[src/rtl/ser_rx_pkg.sv]
package ser_rx_pkg;

    localparam int WORD_W = 32;
    localparam int CNT_W  = $clog2(WORD_W) + 1;
    localparam int IDX_W  = CNT_W - 1;

    typedef enum logic [1:0] {
        FMT_I2S    = 2'b00,
        FMT_LEFTJ  = 2'b01,
        FMT_RIGHTJ = 2'b10,
        FMT_ALT    = 2'b11
    } fmt_e;

    typedef struct packed {
        logic [WORD_W-1:0] data;
        logic              left;
    } word_t;

    // Right-justified depth code to bit count
    function automatic logic [CNT_W-1:0] depth_bits(input logic [1:0] code);
        case (code)
            2'b00:   return CNT_W'(16);
            2'b01:   return CNT_W'(20);
            2'b10:   return CNT_W'(24);
            default: return CNT_W'(WORD_W);
        endcase
    endfunction

    // Move the low m bits of a shift register to the top, zero below
    function automatic logic [WORD_W-1:0] keep_top(input logic [WORD_W-1:0] sh,
                                                   input logic [CNT_W-1:0]  m);
        return sh << (CNT_W'(WORD_W) - m);
    endfunction

endpackage

[src/rtl/ser_rx_frame_sync.sv]
module ser_rx_frame_sync (
    input  logic clk,
    input  logic rst,
    input  logic lr_sel,
    output logic lr_q,
    output logic trans,
    output logic synced
);
    logic primed;

    assign trans = primed && (lr_sel != lr_q);

    always_ff @(posedge clk) begin
        if (rst) begin
            lr_q   <= 1'b0;
            primed <= 1'b0;
            synced <= 1'b0;
        end else begin
            lr_q   <= lr_sel;
            primed <= 1'b1;
            if (trans) synced <= 1'b1;
        end
    end

    AST_SYNC_AFTER_EDGE: assert property (@(posedge clk) disable iff (rst)
        trans |=> synced);

endmodule

[src/rtl/ser_rx_msb_acc.sv]
module ser_rx_msb_acc
    import ser_rx_pkg::*;
(
    input  logic              clk,
    input  logic              rst,
    input  logic              sd,
    input  logic              trans,
    input  logic              fmt_i2s,
    output logic [WORD_W-1:0] word_out
);
    logic [WORD_W-1:0] acc, acc_ins;
    logic [CNT_W-1:0]  cnt;
    logic              room;

    assign room = cnt < CNT_W'(WORD_W);

    always_comb begin
        acc_ins = acc;
        if (room) acc_ins[IDX_W'(WORD_W-1) - cnt[IDX_W-1:0]] = sd;
    end

    // I2S: the bit at the transition edge still belongs to the old word
    assign word_out = fmt_i2s ? acc_ins : acc;

    always_ff @(posedge clk) begin
        if (rst) begin
            acc <= '0;
            cnt <= '0;
        end else if (trans) begin
            if (fmt_i2s) begin
                acc <= '0;
                cnt <= '0;
            end else begin
                acc <= {sd, {(WORD_W-1){1'b0}}};
                cnt <= CNT_W'(1);
            end
        end else begin
            acc <= acc_ins;
            if (room) cnt <= cnt + CNT_W'(1);
        end
    end

    AST_FULL_WORD_FROZEN: assert property (@(posedge clk) disable iff (rst)
        (!trans && !room) |=> (acc == $past(acc)));

endmodule

[src/rtl/ser_rx_lsb_shift.sv]
module ser_rx_lsb_shift
    import ser_rx_pkg::*;
(
    input  logic              clk,
    input  logic              rst,
    input  logic              sd,
    input  logic              trans,
    input  logic [1:0]        depth_code,
    output logic [WORD_W-1:0] word_out
);
    logic [WORD_W-1:0] sh;
    logic [CNT_W-1:0]  cnt, need, take;

    assign need     = depth_bits(depth_code);
    assign take     = (cnt < need) ? cnt : need;
    assign word_out = keep_top(sh, take);

    always_ff @(posedge clk) begin
        if (rst) begin
            sh  <= '0;
            cnt <= '0;
        end else begin
            sh <= {sh[WORD_W-2:0], sd};
            if (trans)                        cnt <= CNT_W'(1);
            else if (cnt < CNT_W'(WORD_W))    cnt <= cnt + CNT_W'(1);
        end
    end

    AST_COUNT_RESTART: assert property (@(posedge clk) disable iff (rst)
        trans |=> (cnt == CNT_W'(1)));

endmodule

[src/rtl/ser_audio_rx.sv]
module ser_audio_rx
    import ser_rx_pkg::*;
(
    input  logic              clk,
    input  logic              rst,
    input  logic              lr_sel,
    input  logic              ser_data,
    input  logic [1:0]        cfg_fmt,
    input  logic [1:0]        cfg_depth,
    output logic              word_valid,
    output logic              word_left,
    output logic [WORD_W-1:0] word_data
);
    fmt_e              fmt;
    logic              lr_q, trans, synced, emit, is_i2s, is_rj;
    logic [WORD_W-1:0] msb_word, lsb_word;
    word_t             nxt, outr;
    logic              vld;

    assign fmt    = fmt_e'(cfg_fmt);
    assign is_i2s = (fmt == FMT_I2S);
    assign is_rj  = (fmt == FMT_RIGHTJ);

    ser_rx_frame_sync u_sync (
        .clk    (clk),
        .rst    (rst),
        .lr_sel (lr_sel),
        .lr_q   (lr_q),
        .trans  (trans),
        .synced (synced)
    );

    ser_rx_msb_acc u_msb (
        .clk      (clk),
        .rst      (rst),
        .sd       (ser_data),
        .trans    (trans),
        .fmt_i2s  (is_i2s),
        .word_out (msb_word)
    );

    ser_rx_lsb_shift u_lsb (
        .clk        (clk),
        .rst        (rst),
        .sd         (ser_data),
        .trans      (trans),
        .depth_code (cfg_depth),
        .word_out   (lsb_word)
    );

    assign emit      = trans && synced;
    assign nxt.data  = is_rj ? lsb_word : msb_word;
    assign nxt.left  = is_i2s ? ~lr_q : lr_q;

    always_ff @(posedge clk) begin
        if (rst) begin
            vld  <= 1'b0;
            outr <= '0;
        end else begin
            vld <= emit;
            if (emit) outr <= nxt;
        end
    end

    assign word_valid = vld;
    assign word_left  = outr.left;
    assign word_data  = outr.data;

    // Checker state: channel of the previous strobe
    logic prev_left, seen_word;
    always_ff @(posedge clk) begin
        if (rst) begin
            prev_left <= 1'b0;
            seen_word <= 1'b0;
        end else if (word_valid) begin
            prev_left <= word_left;
            seen_word <= 1'b1;
        end
    end

    AST_QUIET_AFTER_RESET: assert property (@(posedge clk) disable iff (rst)
        $past(rst) |-> !word_valid);
    AST_STROBE_ON_WS_EDGE: assert property (@(posedge clk) disable iff (rst)
        word_valid |-> (lr_q != $past(lr_q)));
    AST_CHANNEL_ALTERNATES: assert property (@(posedge clk) disable iff (rst)
        (word_valid && seen_word) |-> (word_left != prev_left));
    AST_RJ16_LOW_ZERO: assert property (@(posedge clk) disable iff (rst)
        (word_valid && $past(cfg_fmt) == FMT_RIGHTJ && $past(cfg_depth) == 2'b00)
        |-> (word_data[15:0] == 16'h0));

endmodule

[config.mk]
export PLATFORM = sky130hd
export DESIGN_NAME = ser_audio_rx
export DESIGN_NICKNAME = d
export VERILOG_FILES = /design/src/rtl/ser_rx_pkg.sv /design/src/rtl/ser_rx_frame_sync.sv /design/src/rtl/ser_rx_msb_acc.sv /design/src/rtl/ser_rx_lsb_shift.sv /design/src/rtl/ser_audio_rx.sv
export SDC_FILE = /design/constraint.sdc
export NUM_CORES = 1
export LEC_CHECK = 0
export CORE_MARGIN = 2
export CORE_UTILIZATION = 60
export DETAILED_ROUTE_END_ITERATION = 10
export DONT_BUFFER_PORTS = 1
export PLACE_DENSITY_LB_ADDON = 0.08
export SLEW_MARGIN = 20
export SYNTH_ARGS = -nofsm -noshare
export SYNTH_HDL_FRONTEND = slang
export SYNTH_SLANG_ARGS = --single-unit
[constraint.sdc]
create_clock -name clk -period 6.07 [get_ports clk]
set_input_delay 1.5175 -clock clk [delete_from_list [all_inputs] [get_ports clk]]
set_output_delay 1.5175 -clock clk [all_outputs]
set_load 0.01 [all_outputs]
==> flow_summary.json, run 1 <==
{
  "coreArea_um2": 10790,
  "drv_cap": 0,
  "mostFrequentLayoutCells": "dfxtp_1 (113), nor2_1 (91), nand2_1 (79)",
  "seq_power_share": 0.368,
  "setup_slack_ns": 1.253,
  "fp.dieW_um": 109.2,
  "synth_top_cell_area_share": 0.3409,
  "fin_util": 0.6702,
  "arrival_ns": 5.25,
  "h-tree-depth": 4,
  "cts_sinks": 113,
  "crit_fanout": 17,
  "cts_resized": 0,
  "critical_path_class": "input pin to register",
  "cts_setup_buffers": 0,
  "yosysTopAreaCell": "dfxtp_1",
  "port_buffers": 0,
  "p_sw_w": 0.0005648,
  "internal_power_w": 0.001566,
  "grt_pass1_vias": 5695,
  "start_util": 0.6149,
  "wirelength_um": 19250,
  "combPwrFrac": 0.135,
  "async_flop_share": 0,
  "clk_pin_slew_worst_paths_ns": 0.06,
  "clock_latency_ns": 0.54,
  "chipHeight_um": 109.2,
  "route.detailed.drc": 0,
  "area_delta_synth_final_pct": 8.993,
  "p_per_area_nw_per_um2": 294.6,
  "p_leak_nw": 2.508,
  "antenna_found_initial": 0,
  "clk_path_buf_depth": 2,
  "crit_path_end_kind": "register",
  "dp_hpwl_um": 12900,
  "syn_area_um2": 6636,
  "irDropWorstVdd_mv": 0.2382,
  "cts_tree": "yes",
  "max_freq_mhz": 207.6,
  "grt_pass1_wl_um": 30590,
  "final_common_cell": "dfxtp_1",
  "synth_cell_type_count": 60,
  "synth-main-ff-cell": "dfxtp_1",
  "drt_pass1_iterations": 5,
  "grt_max_degree": 70,
  "rsz0062_at_grt": "no",
  "vias": 6283,
  "crit_path_start_kind": "input pin",
  "synth_warnings": 0,
  "slew_headroom": 0.2426,
  "worstMarginPinSlew_ns": 1.135,
  "syn-instance-count": 805,
  "cp.required_ns": 6.50,
  "num_io_pins": 42,
  "clkPwrFrac": 0.497,
  "drtIter0Drc": 666,
  "fillers": 896,
  "synth_edf_count": 0,
  "skew_ns": 0.006639,
  "syn_nets": 822,
  "place_ws_ns": 0.8557,
  "holdBufCountCts": 0,
  "setup_tns_ns": 0,
  "cts_root_buf": "clkbuf_8",
  "drive_gt1_frac": 0.1107,
  "synth_area_leaders": "dfxtp_1 (34%), mux4_2 (9.8%), a21oi_1 (5.4%), nor2_1 (5.2%), nand2_1 (4.5%)",
  "layout.nets": 781,
  "dieArea_um2": 11920,
  "vias_per_cell": 6.852,
  "status": "completed",
  "grt_overflow": 0,
  "cts_buffers": 17,
  "wl_per_cell_um": 20.99,
  "hold_class": "register to register",
  "finalHoldViolCount": 0,
  "seq_area_frac_synth": 0.3409,
  "routabilityCongestion": 0.9044,
  "avgSynthCellArea_um2": 8.244,
  "row_count": 38,
  "sw_frac_of_total": 0.2651,
  "period_minus_slack_ns": 4.817,
  "finalPower_w": 0.002131,
  "setup_viol": 0,
  "track_usage": 0.3380,
  "ys_ff_latch": 113,
  "ant_nets": 0,
  "period_share": 0.7936,
  "final_max_slew_viol_count": 0,
  "diodes": 0
}
-- cells in the mapped netlist, types with 5 or more instances --
| cell type | instances |
|---|---|
| a211oi_1 | 11 |
| a21oi_1 | 72 |
| a221oi_1 | 5 |
| a311oi_1 | 18 |
| a31oi_1 | 14 |
| buf_2 | 11 |
| clkbuf_1 | 51 |
| dfxtp_1 | 113 |
| ha_1 | 9 |
| inv_1 | 11 |
| mux2_2 | 8 |
| mux2i_1 | 17 |
| mux4_2 | 29 |
| nand2_1 | 79 |
| nand2b_1 | 7 |
| nand3_1 | 56 |
| nand4_1 | 7 |
| nor2_1 | 92 |
| nor2b_1 | 38 |
| nor3_1 | 5 |
| nor3b_1 | 5 |
| o211ai_1 | 20 |
| o21ai_0 | 56 |
| o21bai_1 | 5 |
| xnor2_1 | 7 |
-- metal layers --
layer  share of wire  up-vias  track usage  routed length [um]
met3            0.10       52       0.1010                1944
met1            0.42     3045       0.4499                8051
met5               0        -            0                   0
met2            0.45      329       0.5124                8744
li1                -     2857            -                   -
met4           0.027        0       0.1420                 512
-- state kept, by name, indices dropped and copies added (netlist names) --
signal and count:
u_lsb.cnt 6, u_lsb.sh 32, u_sync.synced 1, word_valid 1, word_left 1, u_msb.acc 32
u_msb.cnt 6, u_sync.lr_q 1, u_sync.primed 1, word_data 32
-- cells by family after synthesis --
family / synth area share
compound gates: 0.2198
xor+xnor: 0.01452
simple gates: 0.2164
flops: 0.3409
mux: 0.1376
buf+inv: 0.05373
fa+ha+maj: 0.01697
-- through the flow --
step	area, um^2	std cells	hold WS, ns
after global routing	7233	917	0.4743
after floorplan	6636	805	0.4329
after detailed placement	6580	884	0.4476
after CTS	7208	916	0.4554
final	7233	917	0.4547
after global placement	6580	884	0.4379
-- critical path, cell delays in order --
cell and delay (ns):
nand2_1 0.10, inv_1 0.10, ha_1 0.33, o211ai_2 0.16, o211a_1 0.31, inv_6 0.19, ha_1 0.30, and3_1 0.47
nor2_1 0.32, buf_4 0.28, o31ai_1 0.67, nand3_1 0.17, a311oi_1 0.31
-- path summary, 6_finish.rpt --
path	slack [ns]	cells past startpoint	start	end
hold / removal	0.45	2	u_msb.acc[27]$_SDFF_PP0_	u_msb.acc[27]$_SDFF_PP0_
setup reg to reg	1.85	12	u_lsb.cnt[5]$_SDFFE_PP0N_	word_data[5]$_SDFFE_PP0P_
setup / recovery	1.25	13	cfg_depth[0]	word_data[5]$_SDFFE_PP0P_
hold reg to reg	0.45	2	u_msb.acc[27]$_SDFF_PP0_	u_msb.acc[27]$_SDFF_PP0_
-- power groups by stage --
| stage | registers [W] | clock network [W] | logic, W |
|---|---|---|---|
| CTS | 0.000783 | 0.00107 | 0.000282 |
| finish | 0.000784 | 0.00106 | 0.000288 |
| floorplan | 0.000791 | 0 | 0.000240 |
| global route | 0.000786 | 0.00110 | 0.000311 |
| detailed placement | 0.000799 | 0 | 0.000281 |
| global placement | 0.000798 | 0 | 0.000274 |
-- final cells by class --
cell class                      count  area, um^2  share of cell area
Clock buffer                       22       473.0             0.06539
Clock inverter                     10       155.1             0.02145
Inverter                           12       50.05            0.006919
Multi-Input combinational cell    610        4030              0.5572
Sequential cell                   113        2262              0.3127
Tap cell                          140       175.2             0.02422
Timing Repair Buffer               10       87.58             0.01211
No activity file was read; power rests on OpenSTA's default activity.
==> inputs of run 2 (changes only) <==
clock period = 4.75 ns   (was 6.07 ns; I/O delays follow)
==> run 2 against run 1 <==
  * First-iteration DRC count down 1.1%
  * Non-clock buffer count up 4
  * Final cell count up 0.22%
  * Critical endpoint is now word_data[19]$_SDFFE_PP0P_
  * Largest cell class unchanged
==> flow_summary.json, run 2 (synthesis gave the netlist of run 1 again) <==
{
  "clkPwrFrac": 0.457,
  "num_io_pins": 42,
  "sw_frac_of_total": 0.2728,
  "p_leak_nw": 2.486,
  "cts_buffers": 17,
  "design_area_um2": 7169,
  "drtIter0Drc": 659,
  "route.detailed.drc": 0,
  "worstMarginPinSlew_ns": 1.019,
  "r2r-end": "word_data[19]$_SDFFE_PP0P_",
  "crit_path_start": "cfg_depth[0]",
  "fin_cells": 919,
  "grt_pass1_wl_um": 29530,
  "drv_cap": 0,
  "diodes": 0,
  "grt_max_degree": 70,
  "max_freq_mhz": 248.3,
  "cpPeakStageDelay_ns": 0.55,
  "cts_resized": 0,
  "combPwrFrac": 0.147,
  "grt_overflow": 0,
  "clk_path_buf_depth": 2,
  "cts_tree": "yes",
  "coreArea_um2": 10790,
  "period_share": 0.8480,
  "clock_latency_ns": 0.54,
  "crit_path_end_kind": "register",
  "setup_viol": 0,
  "arrival_ns": 4.42,
  "routabilityCongestion": 0.9493,
  "r2r_start": "u_lsb.cnt[5]$_SDFFE_PP0N_",
  "period_minus_slack_ns": 4.028,
  "fp.dieW_um": 109.2,
  "start_util": 0.6149,
  "ant_nets": 0,
  "finalHoldViolCount": 0,
  "slew_headroom": 0.3191,
  "p_per_area_nw_per_um2": 353.1,
  "setup_tns_ns": 0,
  "dpl.cell_count": 889,
  "drt_pass1_iterations": 6,
  "finalPower_w": 0.002531,
  "cts_sinks": 113,
  "dp_hpwl_um": 12870,
  "wl_per_cell_um": 20.53,
  "skew_ns": 0.006656,
  "critical_path_class": "input pin to register",
  "port_buffers": 0,
  "clk_pin_slew_worst_paths_ns": 0.06,
  "antenna_found_initial": 0,
  "layout.nets": 785,
  "status": "completed",
  "cp.required_ns": 5.14,
  "irDropWorstVdd_mv": 0.2844,
  "crit_path_start_kind": "input pin",
  "dieArea_um2": 11920,
  "h-tree-depth": 4,
  "holdBufCountCts": 0,
  "final_common_cell": "dfxtp_1",
  "row_count": 38,
  "grt_pass1_vias": 5497,
  "postPlaceCellArea_um2": 6630,
  "worst_path_most_repeated_cell": "ha_1",
  "internal_power_w": 0.001841,
  "crit_fanout": 33,
  "area_delta_synth_final_pct": 8.032,
  "cp-endpoint": "word_data[19]$_SDFFE_PP0P_",
  "wirelength_um": 18870,
  "cts_setup_buffers": 0,
  "seq_power_share": 0.396,
  "mostFrequentLayoutCells": "dfxtp_1 (113), nor2_1 (91), nand2_1 (79)",
  "multi_input_area_um2": 4040,
  "final_max_slew_viol_count": 0,
  "path_cells": "nand2_1 -> ha_1 -> a21oi_1 -> o211a_1 -> inv_6 -> ha_1 -> buf_12 -> mux4_2 -> o21ai_0 -> a21bo_2 -> o211ai_1 -> a311oi_1",
  "rsz0062_at_grt": "no",
  "chipHeight_um": 109.2,
  "vias": 6139,
  "vias_per_cell": 6.680,
  "hold_class": "register to register",
  "track_usage": 0.3272,
  "slowest_stage": "mux4_2",
  "cts_root_buf": "clkbuf_8",
  "reg2reg_depth": 11,
  "drive_gt1_frac": 0.1091,
  "seq_area_um2": 2262,
  "p_sw_w": 0.0006905,
  "r2r_slack_ns": 0.93,
  "fillers": 867,
  "whs_ns": 0.4525
}
run 2: stage by stage:
step	util	setup WS (ns)
after floorplan	-	0.1261
after global placement	0.6143	0.3321
after detailed placement	0.6143	0.2098
after CTS	0.6629	0.7501
after global routing	0.6643	0.4786
final	0.6643	0.7221
run 2: cell type report:
cell class              count  share of cell area
multi-input cells         610              0.5635
flip-flops and latches    113              0.3155
clock buffers              23             0.06091
well taps                 140             0.02443
repair buffers             14             0.01640
clock inverters             7             0.01222
inverters                  12            0.006981
run 2: critical path, delay by kind of cell:
kind	cells	cell delay [ns]
fa+ha+maj	2	0.68
compound gates	6	1.57
buf+inv	2	0.35
mux	1	0.55
simple gates	1	0.08
run 2: power by group through the flow:
stage	logic (W)	clock network (W)	registers, W
after floorplan	0.000307	0	0.00101
after global placement	0.000359	0	0.00102
after detailed placement	0.000364	0	0.00102
after CTS	0.000367	0.00117	0.00100
after global routing	0.000404	0.00121	0.00100
final	0.000373	0.00116	0.00100
run 2: worst min path at each step:
| stage | start | to | slack, ns | cells past startpoint |
|---|---|---|---|---|
| detailed placement | u_msb.acc[21]$_SDFF_PP0_ | u_msb.acc[21]$_SDFF_PP0_ | 0.44 | 2 |
| global placement | u_msb.acc[21]$_SDFF_PP0_ | u_msb.acc[21]$_SDFF_PP0_ | 0.44 | 2 |
| global route | u_msb.acc[20]$_SDFF_PP0_ | u_msb.acc[20]$_SDFF_PP0_ | 0.47 | 2 |
| floorplan | u_msb.acc[12]$_SDFF_PP0_ | u_msb.acc[12]$_SDFF_PP0_ | 0.43 | 2 |
| CTS | u_msb.acc[21]$_SDFF_PP0_ | u_msb.acc[21]$_SDFF_PP0_ | 0.45 | 2 |
| finish | u_msb.acc[21]$_SDFF_PP0_ | u_msb.acc[21]$_SDFF_PP0_ | 0.45 | 2 |
run 2: per-layer routing:
metal  GRT usage  wire [um]  share of wire
met1      0.4414       8048           0.43
met2      0.4871       8504           0.45
met3     0.09922       1790          0.095
met4      0.1383        526          0.028
met5           0          0              0
